**src/rtl/cdx_pkg.sv**
```systemverilog
package cdx_pkg;

   // One buffered byte with its end-of-stream tag.
   typedef struct packed {
      logic       last;
      logic [7:0] data;
   } cdx_entry_t;

   typedef enum logic {
      CDX_ENCODE = 1'b0,
      CDX_DECODE = 1'b1
   } cdx_dir_e;

endpackage

```
**src/rtl/cdx_byte_fifo.sv**
```systemverilog
module cdx_byte_fifo
   import cdx_pkg::*;
#(
   parameter int DEPTH = 8,
   localparam int AW = $clog2(DEPTH),
   localparam int CW = $clog2(DEPTH + 1)
) (
   input  logic            clk,
   input  logic            rst_n,
   input  logic [1:0]      push_n,
   input  cdx_entry_t      push0,
   input  cdx_entry_t      push1,
   input  logic [1:0]      pop_n,
   input  logic            flush,
   output cdx_entry_t      head0,
   output cdx_entry_t      head1,
   output logic [CW-1:0]   count
);

   if (DEPTH < 2 || (DEPTH & (DEPTH - 1)) != 0) begin : g_bad_depth
      $error("cdx_byte_fifo: DEPTH must be a power of two, at least 2");
   end

   cdx_entry_t    mem [DEPTH];
   logic [AW-1:0] rd_ptr, wr_ptr, rd_nx, wr_nx;

   assign rd_nx = rd_ptr + AW'(1);
   assign wr_nx = wr_ptr + AW'(1);
   assign head0 = mem[rd_ptr];
   assign head1 = mem[rd_nx];

   always_ff @(posedge clk) begin
      if (push_n != 2'd0) mem[wr_ptr] <= push0;
      if (push_n == 2'd2) mem[wr_nx]  <= push1;
   end

   always_ff @(posedge clk or negedge rst_n) begin
      if (!rst_n) begin
         rd_ptr <= '0;
         wr_ptr <= '0;
         count  <= '0;
      end else begin
         wr_ptr <= wr_ptr + AW'(push_n);
         if (flush) begin
            // remainder is dropped; only this cycle's push survives
            rd_ptr <= wr_ptr;
            count  <= CW'(push_n);
         end else begin
            rd_ptr <= rd_ptr + AW'(pop_n);
            count  <= count - CW'(pop_n) + CW'(push_n);
         end
      end
   end

   // never remove more bytes than are held
   p_pop_le_count_r5: assert property (@(posedge clk) disable iff (!rst_n)
      CW'(pop_n) <= count);

   // occupancy never exceeds the storage
   p_no_overflow_r10: assert property (@(posedge clk) disable iff (!rst_n)
      (!flush) |-> (int'(count) - int'(pop_n) + int'(push_n) <= DEPTH));

endmodule

```
**src/rtl/cdx_lane_pack.sv**
```systemverilog
module cdx_lane_pack
   import cdx_pkg::*;
#(
   parameter logic [7:0] PAD_BYTE    = 8'hFF,
   parameter logic [7:0] NARROW_FILL = 8'h00
) (
   input  logic       wide,
   input  logic       code_first,
   input  cdx_entry_t head0,
   input  cdx_entry_t head1,
   input  logic       have1,
   input  logic       have2,
   output logic       word_ok,
   output logic [1:0] pop_n,
   output logic [7:0] lane_data,
   output logic [7:0] lane_code
);

   logic [7:0] early_b, late_b;

   always_comb begin
      early_b = head0.data;
      late_b  = head1.data;
      if (!wide) begin
         word_ok   = have1;
         pop_n     = 2'd1;
         lane_data = early_b;
         lane_code = NARROW_FILL;
      end else begin
         if (head0.last) begin
            late_b  = PAD_BYTE;
            word_ok = have1;
            pop_n   = 2'd1;
         end else begin
            word_ok = have2;
            pop_n   = 2'd2;
         end
         lane_data = code_first ? late_b  : early_b;
         lane_code = code_first ? early_b : late_b;
      end
   end

endmodule

```
**src/rtl/cdx_lane_unpack.sv**
```systemverilog
module cdx_lane_unpack (
   input  logic       wide,
   input  logic       code_first,
   input  logic [7:0] lane_data,
   input  logic [7:0] lane_code,
   output logic [7:0] first_byte,
   output logic [7:0] second_byte,
   output logic [1:0] byte_n
);

   always_comb begin
      first_byte  = (wide && code_first) ? lane_code : lane_data;
      second_byte = code_first ? lane_data : lane_code;
      byte_n      = wide ? 2'd2 : 2'd1;
   end

endmodule

```
**src/rtl/cdx_width_adapter.sv**
```systemverilog
module cdx_width_adapter
   import cdx_pkg::*;
#(
   parameter int         DEPTH    = 8,
   parameter logic [7:0] PAD_BYTE = 8'hFF,
   localparam int        CW       = $clog2(DEPTH + 1)
) (
   input  logic       clk,
   input  logic       rst_n,
   input  logic       cfg_decode,
   input  logic       cfg_wide,
   input  logic       cfg_code_first,
   input  logic       host_rd,
   input  logic       host_wr,
   input  logic [7:0] host_data_in,
   input  logic [7:0] host_code_in,
   output logic [7:0] host_data_out,
   output logic [7:0] host_code_out,
   input  logic       core_in_valid,
   output logic       core_in_ready,
   input  logic [7:0] core_in_byte,
   input  logic       core_in_last,
   output logic       core_out_valid,
   input  logic       core_out_ready,
   output logic [7:0] core_out_byte,
   input  logic       core_out_end,
   output logic       err_underrun,
   output logic       err_overrun
);

   cdx_dir_e      dir;
   cdx_entry_t    head0, head1, push0, push1;
   logic [CW-1:0] count, space;
   logic [1:0]    push_n, pop_n, pk_pop_n, up_n;
   logic          flush, have1, have2;
   logic          word_ok, rd_ok, rd_bad, wr_req, wr_ok, in_fire, out_fire;
   logic [7:0]    pk_data, pk_code, up_first, up_second;

   assign dir   = cdx_dir_e'(cfg_decode);
   assign have1 = count != '0;
   assign have2 = count >= CW'(2);
   assign space = CW'(DEPTH) - count;

   cdx_byte_fifo #(.DEPTH(DEPTH)) u_fifo (
      .clk    (clk),
      .rst_n  (rst_n),
      .push_n (push_n),
      .push0  (push0),
      .push1  (push1),
      .pop_n  (pop_n),
      .flush  (flush),
      .head0  (head0),
      .head1  (head1),
      .count  (count)
   );

   cdx_lane_pack #(.PAD_BYTE(PAD_BYTE)) u_pack (
      .wide       (cfg_wide),
      .code_first (cfg_code_first),
      .head0      (head0),
      .head1      (head1),
      .have1      (have1),
      .have2      (have2),
      .word_ok    (word_ok),
      .pop_n      (pk_pop_n),
      .lane_data  (pk_data),
      .lane_code  (pk_code)
   );

   cdx_lane_unpack u_unpack (
      .wide        (cfg_wide),
      .code_first  (cfg_code_first),
      .lane_data   (host_data_in),
      .lane_code   (host_code_in),
      .first_byte  (up_first),
      .second_byte (up_second),
      .byte_n      (up_n)
   );

   // encode side
   assign core_in_ready = (dir == CDX_ENCODE) && (count < CW'(DEPTH));
   assign in_fire       = core_in_valid && core_in_ready;
   assign rd_ok         = (dir == CDX_ENCODE) && host_rd && word_ok;
   assign rd_bad        = (dir == CDX_ENCODE) && host_rd && !word_ok;

   // decode side
   assign core_out_valid = (dir == CDX_DECODE) && have1;
   assign core_out_byte  = head0.data;
   assign out_fire       = core_out_valid && core_out_ready;
   assign wr_req         = (dir == CDX_DECODE) && host_wr;
   assign wr_ok          = wr_req && (space >= CW'(up_n));
   assign flush          = out_fire && core_out_end;

   always_comb begin
      if (dir == CDX_ENCODE) begin
         push_n = in_fire ? 2'd1 : 2'd0;
         push0  = '{last: core_in_last, data: core_in_byte};
         push1  = '{last: 1'b0, data: 8'h00};
         pop_n  = rd_ok ? pk_pop_n : 2'd0;
      end else begin
         push_n = wr_ok ? up_n : 2'd0;
         push0  = '{last: 1'b0, data: up_first};
         push1  = '{last: 1'b0, data: up_second};
         pop_n  = out_fire ? 2'd1 : 2'd0;
      end
   end

   always_ff @(posedge clk or negedge rst_n) begin
      if (!rst_n) begin
         host_data_out <= 8'h00;
         host_code_out <= 8'h00;
         err_underrun  <= 1'b0;
         err_overrun   <= 1'b0;
      end else begin
         if (rd_ok) begin
            host_data_out <= pk_data;
            host_code_out <= pk_code;
         end
         if (rd_bad)                 err_underrun <= 1'b1;
         if (wr_req && !wr_ok)       err_overrun  <= 1'b1;
      end
   end

   // a lone tagged byte leaves the fill value on the other lane
   p_pad_lane_r4: assert property (@(posedge clk) disable iff (!rst_n)
      (rd_ok && cfg_wide && head0.last) |=>
         ((cfg_code_first ? host_data_out : host_code_out) == PAD_BYTE));

   // an unserved read keeps the outputs and raises the flag
   p_underrun_hold_r5: assert property (@(posedge clk) disable iff (!rst_n)
      rd_bad |=> ($stable(host_data_out) && $stable(host_code_out) && err_underrun));

   // flushing with no new write leaves nothing for the core
   p_flush_empty_r8: assert property (@(posedge clk) disable iff (!rst_n)
      (flush && !wr_ok) |=> !core_out_valid);

   // the overrun flag never clears outside reset
   p_overrun_sticky_r9: assert property (@(posedge clk) disable iff (!rst_n)
      err_overrun |=> err_overrun);

   // reads in decode mode never change the host outputs
   p_ignore_rd_r11: assert property (@(posedge clk) disable iff (!rst_n)
      cfg_decode |=> ($stable(host_data_out) && $stable(host_code_out)));

endmodule

```
**config.mk**
```make
export PLATFORM = sky130hd
export DESIGN_NAME = cdx_width_adapter
export DESIGN_NICKNAME = d
export VERILOG_FILES = /design/src/rtl/cdx_pkg.sv /design/src/rtl/cdx_byte_fifo.sv /design/src/rtl/cdx_lane_pack.sv /design/src/rtl/cdx_lane_unpack.sv /design/src/rtl/cdx_width_adapter.sv
export SDC_FILE = /design/constraint.sdc
export NUM_CORES = 1
export LEC_CHECK = 0
export BUFFER_PORTS_ARGS = -buffer_cell sky130_fd_sc_hd__buf_2
export CAP_MARGIN = 20
export CORE_MARGIN = 3
export CORE_UTILIZATION = 50
export CTS_BUF_LIST = sky130_fd_sc_hd__clkbuf_8
export CTS_CLUSTER_SIZE = 28
export DETAILED_ROUTE_END_ITERATION = 12
export PLACE_DENSITY = 0.8
export RECOVER_POWER = 50
export SYNTH_ARGS = -nofsm -noshare
export SYNTH_HDL_FRONTEND = slang
export SYNTH_SLANG_ARGS = --single-unit
```
**constraint.sdc**
```tcl
create_clock -name clk -period 2.9 [get_ports clk]
set_input_delay 0.145 -clock clk [delete_from_list [all_inputs] [get_ports clk]]
set_output_delay 0.145 -clock clk [all_outputs]
set_load 0.03 [all_outputs]
```
; ---- Yosys cells after proc, flatten, opt, wreduce, memory -nomap -nowiden
; Memories as Yosys holds them, arrays and structs flattened.
; Index checks and enable logic that the tools add are counted.
[classes]
n_bitwise = 1
addsub = 7
n_mux = 26
n_reduce_logical = 16
eq_ne = 1
n_lt_le_gt_ge = 3
[ops]
columns = operator, count
row1 = $mux W8, 8
row2 = $mux W2, 7
row3 = $logic_and A1 B1 Y1, 12
row4 = $mux W9, 1
row5 = $mux W1, 8
row6 = $add A3 B1 Y3 const B, 2
row7 = $add A3 B2 Y3, 2
row8 = $add A4 B2 Y4, 1
row9 = $ge A4 B2 Y1, 1
row10 = $ge A4 B2 Y1 const B, 1
row11 = $lt A4 B4 Y1 const B, 1
row12 = $mux W4, 1
row13 = $reduce_bool A4 Y1, 1
row14 = $sub A4 B2 Y4, 1
row15 = $sub A4 B4 Y4 const A, 1
row16 = $mux W3, 1
row17 = $eq A2 B2 Y1 const B, 1
row18 = $logic_not A1 Y1, 2
row19 = $reduce_bool A2 Y1, 1
row20 = $not A1 Y1, 1
[totals]
regBits = 28
word_cells = 62
input_bits = 35
mem_count = 1
mem_bits_rw = 72
output_inout_bits = 28
[memory_table]
columns = name, depth, word_bits, read_ports, rd_clocked_by_memory_dff, write_ports, line
row1 = u_fifo.mem, 8, 9, 2, 0, 2, cdx_byte_fifo.sv:24  ; cdx_entry_t mem [DEPTH];

; ---- Depth between registers and ports, before layout
[logic_depth]
depth_word = 9
mapped_depth = 15
mapped_depth_nobuf = 14

; ---- By module
; From an unflattened synthesis, not the netlist that was laid out.
[unflattened]
hier_cells = 448
hier_area_um2 = 6535.0
[by_module_without_submodules]
columns = module, cells_per_inst, n_inst, area_per_inst_um2, seq_area_each_um2
row1 = cdx_byte_fifo, 289, 1, 4904.7, 2412.3
row2 = cdx_width_adapter, 88, 1, 1051.0, 450.4
row3 = cdx_lane_pack, 51, 1, 326.6, 0.0
row4 = cdx_lane_unpack, 20, 1, 252.7, 0.0

; ---- Least setup slack after synthesis
; Ideal clock, no wire load.
[synth_path]
path_type = reg-to-reg
start = register u_fifo.count[1]
end = register u_fifo.count[2]
path_stages_with_launch = 13
n_path_buf = 2
arrival_time_ps = 3167
t_required_ps = 2812
synth_period_minus_slack_ps = 3255
setup_slack_ps = -355
setup_ps = 88
cell_sequence = dfrtp_1 inv_1 ha_1 a211oi_1 and2_1 clkbuf_1 buf_2 a21o_1 ha_1 inv_1 fa_1 xor2_1 a31oi_1
[synth_between]
word_cells_on_any_way = 23
classes_between = add/sub (3) / order compare (3) / mux (9) / reduce/logical (8)
[synth_lines]
columns = item, line
row1 = "start, declared", cdx_byte_fifo.sv:17  ; output logic [CW-1:0] count
row2 = "start signal, assigned", cdx_byte_fifo.sv:47  ; count <= CW'(push_n);
row3 = "start signal, assigned", cdx_byte_fifo.sv:50  ; count <= count - CW'(pop_n) + CW'(push_n);
row4 = $lt A4 B4 Y1, cdx_width_adapter.sv:81  ; assign core_in_ready = (dir == CDX_ENCODE) && (count < CW'(DEPTH));
row5 = $logic_and A1 B1 Y1, cdx_width_adapter.sv:81
row6 = net core_in_ready, cdx_width_adapter.sv:20  ; output logic core_in_ready,
row7 = $logic_and A1 B1 Y1, cdx_width_adapter.sv:82  ; assign in_fire = core_in_valid && core_in_ready;
row8 = $mux W1, cdx_width_adapter.sv:96  ; push_n = in_fire ? 2'd1 : 2'd0;
row9 = $mux W2, cdx_width_adapter.sv:95  ; if (dir == CDX_ENCODE) begin
row10 = $add A4 B2 Y4, cdx_byte_fifo.sv:50
row11 = $mux W4, cdx_byte_fifo.sv:44  ; if (flush) begin
; The timed path passes the listed nets, and every way through them passes these cells.
; A chain may end at the register's enable or synchronous reset.

; ---- Worst setup path after layout
[layout_path]
start = register u_fifo.rd_ptr[0]
end = register u_fifo.count[2]
[layout_between]
elab_chain_cells = 9
word_cells_on_any_way = 11
classes_between = add/sub (2) / mux (7) / reduce/logical (1) / memory (1)
[layout_lines]
columns = item, line
row1 = "start, declared", cdx_byte_fifo.sv:25  ; logic [AW-1:0] rd_ptr, wr_ptr, rd_nx, wr_nx;
row2 = "start signal, assigned", cdx_byte_fifo.sv:46  ; rd_ptr <= wr_ptr;
row3 = "start signal, assigned", cdx_byte_fifo.sv:49  ; rd_ptr <= rd_ptr + AW'(pop_n);
row4 = $mem_v2 Z8 W9 *, n/a
row5 = $mux W1, cdx_lane_pack.sv:30  ; if (head0.last) begin
row6 = $mux W1, cdx_lane_pack.sv:24  ; if (!wide) begin
row7 = $logic_and A1 B1 Y1, cdx_width_adapter.sv:83  ; assign rd_ok = (dir == CDX_ENCODE) && host_rd && word_ok;
row8 = $mux W2 *, cdx_width_adapter.sv:99  ; pop_n = rd_ok ? pk_pop_n : 2'd0;
row9 = $mux W2 *, cdx_width_adapter.sv:95
row10 = $sub A4 B2 Y4 *, cdx_byte_fifo.sv:50
row11 = $add A4 B2 Y4 *, cdx_byte_fifo.sv:50
row12 = $mux W4 *, cdx_byte_fifo.sv:44
; Mark *: on every way between the ends. The rest lies on a longest branch, timed or not.

==> key figures <==
Status
  – Outcome: finished, violations left
  – Failing checks: max-capacitance violations, max-slew violations

Power
  – Leak: 2.71 nW
  – Int Power: roughly 4.3 mW
  – Switch Pwr: 3.62 mW
  – Pwr/cell area: 1120 mW/mm²
  – Power share of the clock group: a little over a tenth
  – Max VDD drop: 0.000696 V
  – Sequential Power Share: 28.5%
  – Combinational power share: about 61%
  – Switching Share: 45.5%

CTS
  – Bufs on Longest Clock Path: 2
  – H-tree levels: 3
  – Worst-Skew Late Latency: 0.39 ns
  – Num CTS Buffers: 9
  – CTS tree: built
  – Clock Sinks: 100
  – Clock slew at the register clock pins of the worst setup and hold paths: 0.10 ns
  – CTS Root Cell: clkbuf_8

Routing
  – Wirelength, routed: 17600 µm
  – Met2 WL: 8550 µm
  – Pre-antenna DRT Iters: 5
  – Routed Antenna Nets: 0
  – Metal-1 WL: 6530 µm
  – Via Count: 5172
  – DRT iter0 DRCs: 492
  – Post-DR wirelength/cell: between 20 and 25 µm
  – Number of vias per cell: 6.81
  – DRC viols: 0
  – DR WL met3: 1680 µm
  – Top sig layer: met4

Timing
  – Fin. Hold Viols: 0
  – Actual slew at the worst max-slew pin: 1.61 ns
  – Worst Skew: approximately 0.017 ns
  – Max Freq: approximately 350 MHz
  – Setup TNS: 0 ns
  – Final setup vio count: 0
  – RSZ-0062 raised after global routing: true
  – Fin Hold WS: 0.00653 ns
  – Slew headroom: -7.08%
  – Fin crit share: 99.1%
  – Slew Limit Fails: 29
  – Min cycle time layout: ~2.9 ns

Worst hold path
  – Hold path depth: 2
  – Worst Hold Endpoint: u_fifo.count[2]
  – Min-delay src: core_out_ready
  – Hold Crit Class: in2reg

Worst setup path
  – Crit path max fanout: 7
  – Critical Path Sink Type: register
  – Required @ worst endpoint: 3.20 ns
  – R2R cell count: 12
  – R2R Path End: u_fifo.count[2]
  – Worst R2R Start: u_fifo.rd_ptr[0]
  – Critical Path AT: 3.17 ns
  – CP Launch Type: register
  – R2r setup slk: 0.03 ns
  – WS Path Type: reg2reg

Synthesis
  – Mapped Avg Cell Area: between 10 and 15 µm²
  – Compound-gate portion of the synthesized area: 18.2%
  – Yosys top cell area share: between 30% and 40%
  – Synth Area in XOR/XNOR: 1.15%
  – Syn Inst Count: 524
  – Yosys top cell by area: edfxtp_1
  – Proportion of synthesized area in mux cells: between 10% and 20%
  – Post-Syn Area: 0.00612 mm²
  – Post-Syn Nets: 577
  – Seq/Total Area, Yosys: 45.5%
  – Count of state elements after synthesis: 100
  – Post-synth top flop: edfxtp_1
  – Post-Synth Adder-Cell Area: 4.05%
  – Yosys Warn Count: 0
  – Count of cell types in the netlist: 54
  – Main combinational cell family by area after synthesis: multiplexers
  – Post-synth EDFFs: 64
  – Top-count cell post-synth: o22ai_1
  – Synth top area cells: edfxtp_1 (31%), dfrtp_1 (11%), o22ai_1 (6.6%)
  – Synth Area in Simple Gates: between 8 and 9%
  – Top cells by count, synth: o22ai_1 (65), edfxtp_1 (64), nand2_1 (34)
  – Async SR Flop Fraction: between 20% and 30%

Floorplan
  – Die ar.: between 0.01 and 0.015 mm²
  – Chip height: 117 µm
  – # IOs: 63
  – Site Rows: 39
  – Initial Util: 52.2%
  – Die width: roughly 120 µm
  – Core area: between 0.01 and 0.015 mm²

Flow run
  – Max-cap check violation count: 1

Global routing
  – Initial antenna violation count: 0
  – Number of global-route vias before repair: 5022
  – Global-route wire length before repair: 26800 µm
  – Total gr overflow: 0
  – All-Layer GR Usage: 26.1%
  – Largest net degree at the start of global routing: roughly 50

Layout
  – Number of diodes: 0
  – Layout area overhead: 15.9%
  – Register area: 0.00279 mm²
  – # fillers: a little over 900
  – Share of cells above drive strength 1: 30.8%
  – Multi-input logic area: 0.00319 mm²
  – Total Nets Final: 665

Placement
  – Post-DP HPWL: 12700 µm
  – # port buffers: 62
  – RePlAce Congestion: between 0.9 and 1
==> cells in the final DEF, fill, tap and decap left out, drive strengths merged, types with 2 or more instances in the layout <==
| cell type | count |
|---|---|
| inv | 26 |
| nand2 | 34 |
| dlygate4sd3 | 2 |
| a21oi | 10 |
| nand3b | 2 |
| nand4b | 2 |
| mux2i | 33 |
| a21o | 7 |
| o2111ai | 8 |
| nand2b | 4 |
| nor2b | 7 |
| and2 | 7 |
| o22ai | 65 |
| o21ai | 8 |
| a21boi | 7 |
| xor2 | 5 |
| a22oi | 16 |
| mux2 | 40 |
| a221oi | 8 |
| o221ai | 4 |
| dfrtp | 28 |
| fa | 3 |
| or2 | 2 |
| o211ai | 11 |
| nor2 | 8 |
| ha | 15 |
| dfxtp | 8 |
| edfxtp | 64 |
| clkinvlp | 2 |
| mux4 | 16 |
| buf | 90 |
| clkbuf | 28 |
| nand3 | 30 |
| xnor2 | 3 |
| nor3 | 2 |
==> kinds of logic after synthesis <==
group,Yosys count
AOI/OAI and AO/OA,154
and+or+nand+nor,99
muxes,89
buffers and inverters,56
adders and majority gates,18
xor gates and xnor gates,8
DFF,100
==> per-layer routing <==
metal  track usage (%)  vias up
met5                 0        -
met4              11.2        0
met3              5.08       64
met2              44.7      363
met1              32.4     2487
li1                  -     2258
==> power by group through the flow <==
| stage | Clock (mW) | Sequential (mW) | Combinational (mW) |
|---|---|---|---|
| floorplan | 0 | 2.39 | 3.20 |
| global placement | 0 | 2.24 | 4.59 |
| detailed placement | 0 | 2.27 | 4.73 |
| CTS | 0.843 | 2.24 | 4.76 |
| global route | 0.893 | 2.30 | 5.21 |
| finish | 0.839 | 2.26 | 4.85 |
==> worst max-delay path: stages (launching register included) <==
cell and delay, ns:
dfrtp_2 0.49, mux2_4 0.33, a2bb2oi_4 0.16, a21o_1 0.22, a311oi_4 0.34, a22o_4 0.21, ha_4 0.20, inv_2 0.06
ha_4 0.12, inv_2 0.03, fa_2 0.34, xor2_2 0.15, a31oi_1 0.14
==> flip-flops by register name, indices dropped and copies added, names as in the netlist <==
signal	flops
err_underrun	1
host_code_out	8
u_fifo.mem	72
u_fifo.wr_ptr	3
err_overrun	1
host_data_out	8
u_fifo.rd_ptr	3
u_fifo.count	4
==> how the worst max path moves through the flow <==
stage	start	endpoint	slack (ns)
3_3_place_gp	u_fifo.rd_ptr[0]	u_fifo.count[2]	0.09
3_5_place_dp	u_fifo.rd_ptr[0]	u_fifo.count[1]	0.01
2_1_floorplan	u_fifo.rd_ptr[0]	u_fifo.count[1]	-0.24
5_1_grt	u_fifo.rd_ptr[0]	u_fifo.count[2]	-0.1
4_1_cts	u_fifo.rd_ptr[0]	u_fifo.count[2]	0.01
6_report	u_fifo.rd_ptr[0]	u_fifo.count[2]	0.03
==> metrics by stage <==
step | instance area, µm² | total power [mW] | cells | setup slack, ns | util [%]
2_1_floorplan | 6200 | 5.59 | 524 | -0.244 | -
3_3_place_gp | 6860 | 6.83 | 738 | 0.0886 | 58.6
3_5_place_dp | 6860 | 7.01 | 738 | 0.0130 | 58.6
4_1_cts | 7060 | 7.85 | 756 | 0.0127 | 60.3
5_1_grt | 7090 | 8.40 | 760 | -0.0968 | 60.5
6_report | 7090 | 7.95 | 760 | 0.0263 | 60.5
==> cell type report <==
class,instances,share of cell area [%]
Clock buffer,9,1.75
Timing Repair Buffer,111,9.53
Sequential cell,100,39.3
Tap cell,143,2.52
Multi-Input combinational cell,368,45.0
Inverter,22,1.16
Clock inverter,7,0.741
==> timing repair <==
| item | CTS | global route |
|---|---|---|
| hold buffers | 2 | 0 |
| setup endpoints to repair | 3 | 3 |
| gates resized for setup | 0 | 8 |
| setup buffers | 0 | 4 |
| endpoints found under the hold margin | 29 | 0 |
| pin swaps | 1 | 5 |
Note: power is estimated with default switching activity, not from simulation.
